[src/rtl/insn_cycle_ctrl.sv]
module insn_cycle_ctrl #(
  parameter int DW = 16,
  parameter int OPW = 3,
  parameter logic [DW-OPW-2:0] SAVE_ADDR = '1,
  parameter logic [DW-OPW-2:0] HANDLER_ADDR = 'd2
) (
  input  logic                 clk,
  input  logic                 rst_n,
  output logic [DW-OPW-2:0]    mem_addr,
  input  logic [DW-1:0]        mem_rdata,
  output logic [DW-1:0]        mem_wdata,
  output logic                 mem_rd,
  output logic                 mem_we,
  input  logic                 irq,
  output logic                 irq_ack,
  output logic [1:0]           phase,
  output logic [2:0]           slot,
  output logic                 halted
);
  localparam int AW = DW - OPW - 1;
  localparam int NOPS = 1 << OPW;
  localparam logic [1:0] PH_FET = 2'b00, PH_IND = 2'b01, PH_EXE = 2'b10, PH_INT = 2'b11;
  localparam int OP_LOAD = 1, OP_STORE = 2, OP_ADD = 3, OP_EINT = 4, OP_HALT = 7;

  logic [1:0]    ph, ts;
  logic [AW-1:0] pc, mar;
  logic [DW-1:0] mbr, ir, acc;
  logic          ien, hlt;
  logic [NOPS-1:0] dec;
  logic          t1, t2, t3;
  logic          unused_bits;

  assign t1 = (ts == 2'd0);
  assign t2 = (ts == 2'd1);
  assign t3 = (ts == 2'd2);
  assign dec = NOPS'(1) << ir[DW-1 -: OPW];
  assign unused_bits = ^{ir[AW], dec};

  wire is_ld  = dec[OP_LOAD];
  wire is_st  = dec[OP_STORE];
  wire is_add = dec[OP_ADD];
  wire in_exe = (ph == PH_EXE);
  wire take_int = ien && irq;

  assign mem_addr  = mar;
  assign mem_wdata = mbr;
  assign mem_rd  = !hlt && t2 && (ph == PH_FET || ph == PH_IND || (in_exe && (is_ld || is_add)));
  assign mem_we  = !hlt && ((in_exe && t2 && is_st) || (ph == PH_INT && t3));
  assign irq_ack = !hlt && (ph == PH_INT) && t1;
  assign phase   = ph;
  assign slot    = {t3, t2, t1};
  assign halted  = hlt;

  always_ff @(posedge clk or negedge rst_n) begin
    if (!rst_n) begin
      ph  <= PH_FET;
      ts  <= 2'd0;
      pc  <= '0;
      mar <= '0;
      mbr <= '0;
      ir  <= '0;
      acc <= '0;
      ien <= 1'b0;
      hlt <= 1'b0;
    end else if (!hlt) begin
      ts <= t3 ? 2'd0 : ts + 2'd1;
      case (ph)
        PH_FET: begin
          if (t1) mar <= pc;
          if (t2) begin
            mbr <= mem_rdata;
            pc  <= pc + 1'b1;
          end
          if (t3) begin
            ir <= mbr;
            ph <= mbr[AW] ? PH_IND : PH_EXE;
          end
        end
        PH_IND: begin
          if (t1) mar <= ir[AW-1:0];
          if (t2) mbr <= mem_rdata;
          if (t3) begin
            ir[AW-1:0] <= mbr[AW-1:0];
            ph <= PH_EXE;
          end
        end
        PH_EXE: begin
          if (t1) begin
            if (is_ld || is_add || is_st) mar <= ir[AW-1:0];
            if (is_st) mbr <= acc;
            if (dec[OP_EINT]) ien <= 1'b1;
            if (dec[OP_HALT]) hlt <= 1'b1;
          end
          if (t2 && (is_ld || is_add)) mbr <= mem_rdata;
          if (t3) begin
            if (is_ld) acc <= mbr;
            if (is_add) acc <= acc + mbr;
            ph <= take_int ? PH_INT : PH_FET;
            if (take_int) ien <= 1'b0;
          end
        end
        default: begin
          if (t1) mbr <= {{(DW-AW){1'b0}}, pc};
          if (t2) begin
            mar <= SAVE_ADDR;
            pc  <= HANDLER_ADDR;
          end
          if (t3) ph <= PH_FET;
        end
      endcase
    end
  end
endmodule

[config.mk]
export PLATFORM = sky130hd
export DESIGN_NAME = insn_cycle_ctrl
export DESIGN_NICKNAME = d
export VERILOG_FILES = /design/src/rtl/insn_cycle_ctrl.sv
export SDC_FILE = /design/constraint.sdc
export NUM_CORES = 1
export LEC_CHECK = 0
export BUFFER_PORTS_ARGS = -buffer_cell sky130_fd_sc_hd__buf_4
export CELL_PAD_IN_SITES_DETAIL_PLACEMENT = 0
export CELL_PAD_IN_SITES_GLOBAL_PLACEMENT = 1
export CORE_ASPECT_RATIO = 1.2
export CORE_UTILIZATION = 41
export CTS_CLUSTER_DIAMETER = 150
export DETAILED_ROUTE_END_ITERATION = 8
export GPL_ROUTABILITY_DRIVEN = 0
export GPL_TIMING_DRIVEN = 1
export PLACE_DENSITY_LB_ADDON = 0.12
export SKIP_LAST_GASP = 1
export SLEW_MARGIN = 20
export SYNTH_ARGS = -nofsm -noshare
export SYNTH_HDL_FRONTEND = slang
export SYNTH_SLANG_ARGS = --single-unit
[constraint.sdc]
create_clock -name clk -period 2.2 [get_ports clk]
set_input_delay 0.44 -clock clk [delete_from_list [all_inputs] [get_ports clk]]
set_output_delay 0.44 -clock clk [all_outputs]
set_load 0.02 [all_outputs]
== Word-level counts from Yosys, hierarchy flattened ==
Index checks and enable logic that the tools add are counted.
W data, S select, Z words.
Word-level totals
  flip-flop bits (word level): 78
  bits of input ports: 19
  output and inout bits: 37
Operators by class
  add/sub/neg operators: 3
  eq/ne operators: 14
  shift-type cells: 1
  muxes and demuxes: 36
  bitwise gates (word level): 2
  reduce and logical (&&, ||, !) cells: 33
Operators by type and width (count)
  $mux W16: 7
  $mux W12: 9
  $pmux W12 S2: 2
  $pmux W12 S3: 1
  $pmux W16 S2: 1
  $add A16 B16 Y16: 1
  $mux W2: 7
  $add A12 B1 Y12 const B: 1
  $logic_and A1 B1 Y1: 11
  $ne A2 B2 Y1 const B: 5
  $mux W1: 8
  $reduce_and A4 Y1: 2
  $shl A1 B3 Y8 const A: 1
  $eq A2 B2 Y1 const B: 3
  $ne A3 B2 Y1 const B: 2
  $pmux W2 S3: 1
  $reduce_and A3 Y1: 2
  $reduce_and A6 Y1: 1
  $logic_or A1 B1 Y1: 5
  $reduce_and A5 Y1: 1
  $eq A2 B1 Y1 const B: 2
  $logic_not A2 Y1: 2
  $ne A2 B1 Y1 const B: 2
  $reduce_and A2 Y1: 2
  7 further kinds: 10

== Longest topological paths before layout ==
  depth after elaboration: 6
  gate-level depth with buffers: 10
  mapped depth without buffers: 9

== Least setup slack after synthesis ==
No wires, ideal clock.
  path kind: register to register
  start point: register mbr[0] (netlist: mem_wdata[0])
  end point: register acc[12]
  setup time: 0.139 ns
  arrival time: 2.249 ns
  path slack: -0.188 ns
  stages on the path, launching flop included: 10
  path buffers: 0
  clock period less this slack: 2.388 ns
  path through: dfrtp_1 -> ha_1 -> fa_1 -> a21o_1 -> a221oi_2 -> a21oi_1 -> a21oi_1 -> o21bai_1 -> xnor2_1 -> a31oi_1
Between the ends
  longest elaborated chain between the ends: 2
RTL lines
  start: declaration: RTL line 27  | logic [DW-1:0] mbr, ir, acc;
  start signal: assignment: RTL line 71  | mbr <= mem_rdata;
  start signal: assignment: RTL line 81  | if (t2) mbr <= mem_rdata;
  start signal: assignment: RTL line 94  | if (t2 && (is_ld || is_add)) mbr <= mem_rdata;
  $add A16 B16 Y16: RTL line 97  | if (is_add) acc <= acc + mbr;
  $mux W16: RTL line 97
  end signal: assignment: RTL line 96  | if (is_ld) acc <= mbr;
  end signal: assignment: RTL line 97
  end: declaration: RTL line 27
Every way passes these cells.
A chain may end at the register's enable or synchronous reset.

== Worst setup path in the final report ==
  start point: register mbr[1] (netlist: mem_wdata[1])
  end point: register acc[12]
Same word-level chain as after synthesis.

==> summary.txt <==
CTS Buffer Depth - 2
Compound-Gate Fraction of Synth Area - 0.2064
synth top area cells - dfrtp_1, mux2_2, ha_1, a21oi_1, nand2_1
worst r2r path cells - 9
Peak Freq - 456.2 MHz
crit share post-route - 0.9964
overall power - 9.908 mW
Sequential Power Share - 0.256
vias in the first global route - 3894
Worst EP required - 2.46 ns
Pre-Repair DR Iteration Count - 5
final count of pins violating max slew - 0
post-synthesis xor/xnor area fraction - 0.03373
Layout area overhead - 30.68%
Detail Placement HPWL - 9148 um
initial antenna violation count - 0
Via density - 5.418
critical path peak fanout - 3
yosys warns - 0
Crit. End Element - flop
Final nets - 638
Mapped Nets - 541
DIE WIDTH - 99.46 um
async set or reset register ratio after synthesis - 1.000
gr usage total - 0.2287
worst reg2reg path startpoint - mem_wdata[1]
share of cells above drive strength 1 - 0.3439
Post-Syn Area per Cell - 9.346 um^2
clk root buf - clkbuf_16
FP Rows - 42
RSZ-0062 raised after global routing - true
H-tree depth - 3
number of remaining DRC errors - 0
Peak supply drop - 652.6 uV
Ports - 56
main combinational cell family by area after synthesis - compound AO/OA/AOI/OAI gates
#FFs+latches synth - 77
critical path arrival - 2.45 ns
Total Wirelength - 12850 um
Worst slew margin - 0.6394
setup ws final - 0.007925 ns
IO Port Bufs - 55
Setup crit end - acc[12]
Synth Area in Adders - 0.06051
Int Pwr - 5.669 mW
Post-synth EDFFs - 0
reg-to-reg endpoint - acc[12]
total CTS buffers - 9
nature of the critical path startpoint - flop
Filler Cell Count - 1009
pre-CTS setup slack - -0.1089 ns
Sw Ratio - 0.4278
Initial DRC Count - 185
ant diodes - 0
max-cap viol count - 0
FF-to-FF setup slack - 0.008 ns
largest net degree at the start of global routing - 38
post-synthesis simple-gate area fraction - 0.1606
LEAKAGE - 2.783 nW
crit path time final - 2.192 ns
CTS Sinks - 77
full die area - 11830 um^2
status - finished, final reports clean
Main synth FF type - dfrtp_1
drt wl/cell - 16.99 um
sequential share of the synthesized area - 0.4123
area occupied by registers - 1932 um^2
clk_skew - 0.005827 ns
mapped cell area - 4673 um^2
worst-skew pair later-pin latency - 0.33 ns
Final setup viols - 0
Hold WC Path Type - in2async
worst setup path category - reg2reg
first-pass GRT wire length - 20840 um
Yosys cell types - 55
Antenna Violating Nets Remaining - 0
area of the multi-input gates - 2700 um^2
clock network power share - 0.160
grt total ovfl - 0
Yosys top cell area share - 0.4123
initial core utilization - 0.4215
Worst-Margin Slew - 0.5409 ns
Psw - 4.239 mW
Clock transition at path regs - 0.06 ns
Final Hold Fails - 0
Gate power share - 0.584
CTS tree - built
area leader, netlist - dfrtp_1
P per Cell Area - 1622 nW/um^2
post-synthesis mux area share - 0.08568
crit path from - mem_wdata[1]
Syn Inst Count - 500
Die Y - 119.0 um
core area - 11090 um^2
via count - 4096
cts hold-fix bufs - 0
## timing repair
action / in CTS / in global routing
pin swaps: 8 / 9
buffers inserted: 2 / 5
resized for setup: 9 / 20
setup endpoints to repair: 7 / 23
## per-stage QoR
step	hold WS (ns)	setup TNS (ns)	cells	area [um^2]	util
after floorplan	0.1444	-0.03229	500	4711	-
after global placement	0.4525	-0.2068	733	5627	0.5074
after detailed placement	0.4571	-0.3856	733	5627	0.5074
after CTS	0.1017	-0.003271	751	5989	0.5402
after global routing	0.1252	-0.2634	756	6107	0.5508
final	0.07650	0	756	6107	0.5508
## metal layers
layer | track usage | up-vias | share of wire
met5 | 0 | - | 0
met4 | 0.06893 | 0 | 0.013
met3 | 0.02289 | 11 | 0.036
met2 | 0.3442 | 76 | 0.46
met1 | 0.3453 | 2006 | 0.49
li1 | - | 2003 | -
## cell type report
class | count | share of cell area
Multi-Input combinational cell | 384 | 0.4421
Inverter | 6 | 0.003688
Clock buffer | 12 | 0.03872
Timing Repair Buffer | 119 | 0.1557
Clock inverter | 4 | 0.01188
Tap cell | 154 | 0.03155
Sequential cell | 77 | 0.3163
## power by group through the flow
stage | clock network [mW] | registers (mW) | logic (mW)
2_1_floorplan | 0 | 2.75 | 3.29
3_3_place_gp | 0 | 2.52 | 5.47
3_5_place_dp | 0 | 2.54 | 5.51
4_1_cts | 1.61 | 2.52 | 5.64
5_1_grt | 1.66 | 2.61 | 6.37
6_report | 1.58 | 2.54 | 5.79
## how the worst min path moves through the flow
stage                           to  cells after the start  slack, ns
after floorplan             acc[0]                      0       0.14
after global placement         ien                      1       0.45
after detailed placement  phase[0]                      1       0.46
after CTS                 phase[0]                      1       0.10
after global routing      phase[1]                      1       0.13
final                     phase[1]                      1       0.08
## synthesized netlist by cell type, types with 5 or more instances
cell and number:
a21o_1 7, a21oi_1 51, a221oi_1 12, a22oi_1 16
a31oi_1 10, buf_2 8, clkbuf_1 19, dfrtp_1 77
ha_1 21, inv_1 6, mux2_2 32, nand2_1 58
nand3_1 9, nor2_1 52, nor3_1 5, o21ai_0 26
o31ai_1 6, or3_1 6, xnor2_1 8, xor2_1 10
## flip-flops by register name, indices dropped and copies added (netlist names)
name,flops
phase,2
mem_wdata,16
ir,15
halted,1
mem_addr,12
acc,16
ien,1
ts,2
pc,12
## layout by cell type, fill, tap and decap left out, drive strengths merged, types with 8 or more instances in the layout
cell type | netlist | layout
buf | 14 | 119
dfrtp | 77 | 77
nand2 | 58 | 58
nor2 | 55 | 55
a21oi | 51 | 51
mux2 | 32 | 32
o21ai | 31 | 31
ha | 21 | 21
a22oi | 16 | 16
a221oi | 14 | 14
clkbuf | 19 | 12
xor2 | 10 | 10
a31oi | 10 | 10
nand3 | 10 | 10
xnor2 | 8 | 8
## logic make-up after synthesis
kind of cell             count (synthesis)
flip-flops                              77
AO/OA/AOI/OAI                          150
multiplexers                            36
adder cells (fa/ha/maj)                 22
AND/OR/NAND/NOR                        158
buffers and inverters                   39
XOR/XNOR                                18
## worst max-delay path, cell delays in order (launching register included)
cell and delay, ns:
dfrtp_1 0.40, buf_4 0.15, fa_2 0.38, a21o_1 0.21, a221oi_4 0.31, a21oi_2 0.13
a21oi_2 0.17, o21bai_1 0.10, xnor2_1 0.12, a31oi_1 0.15
Power figures use the tool's default switching activity.
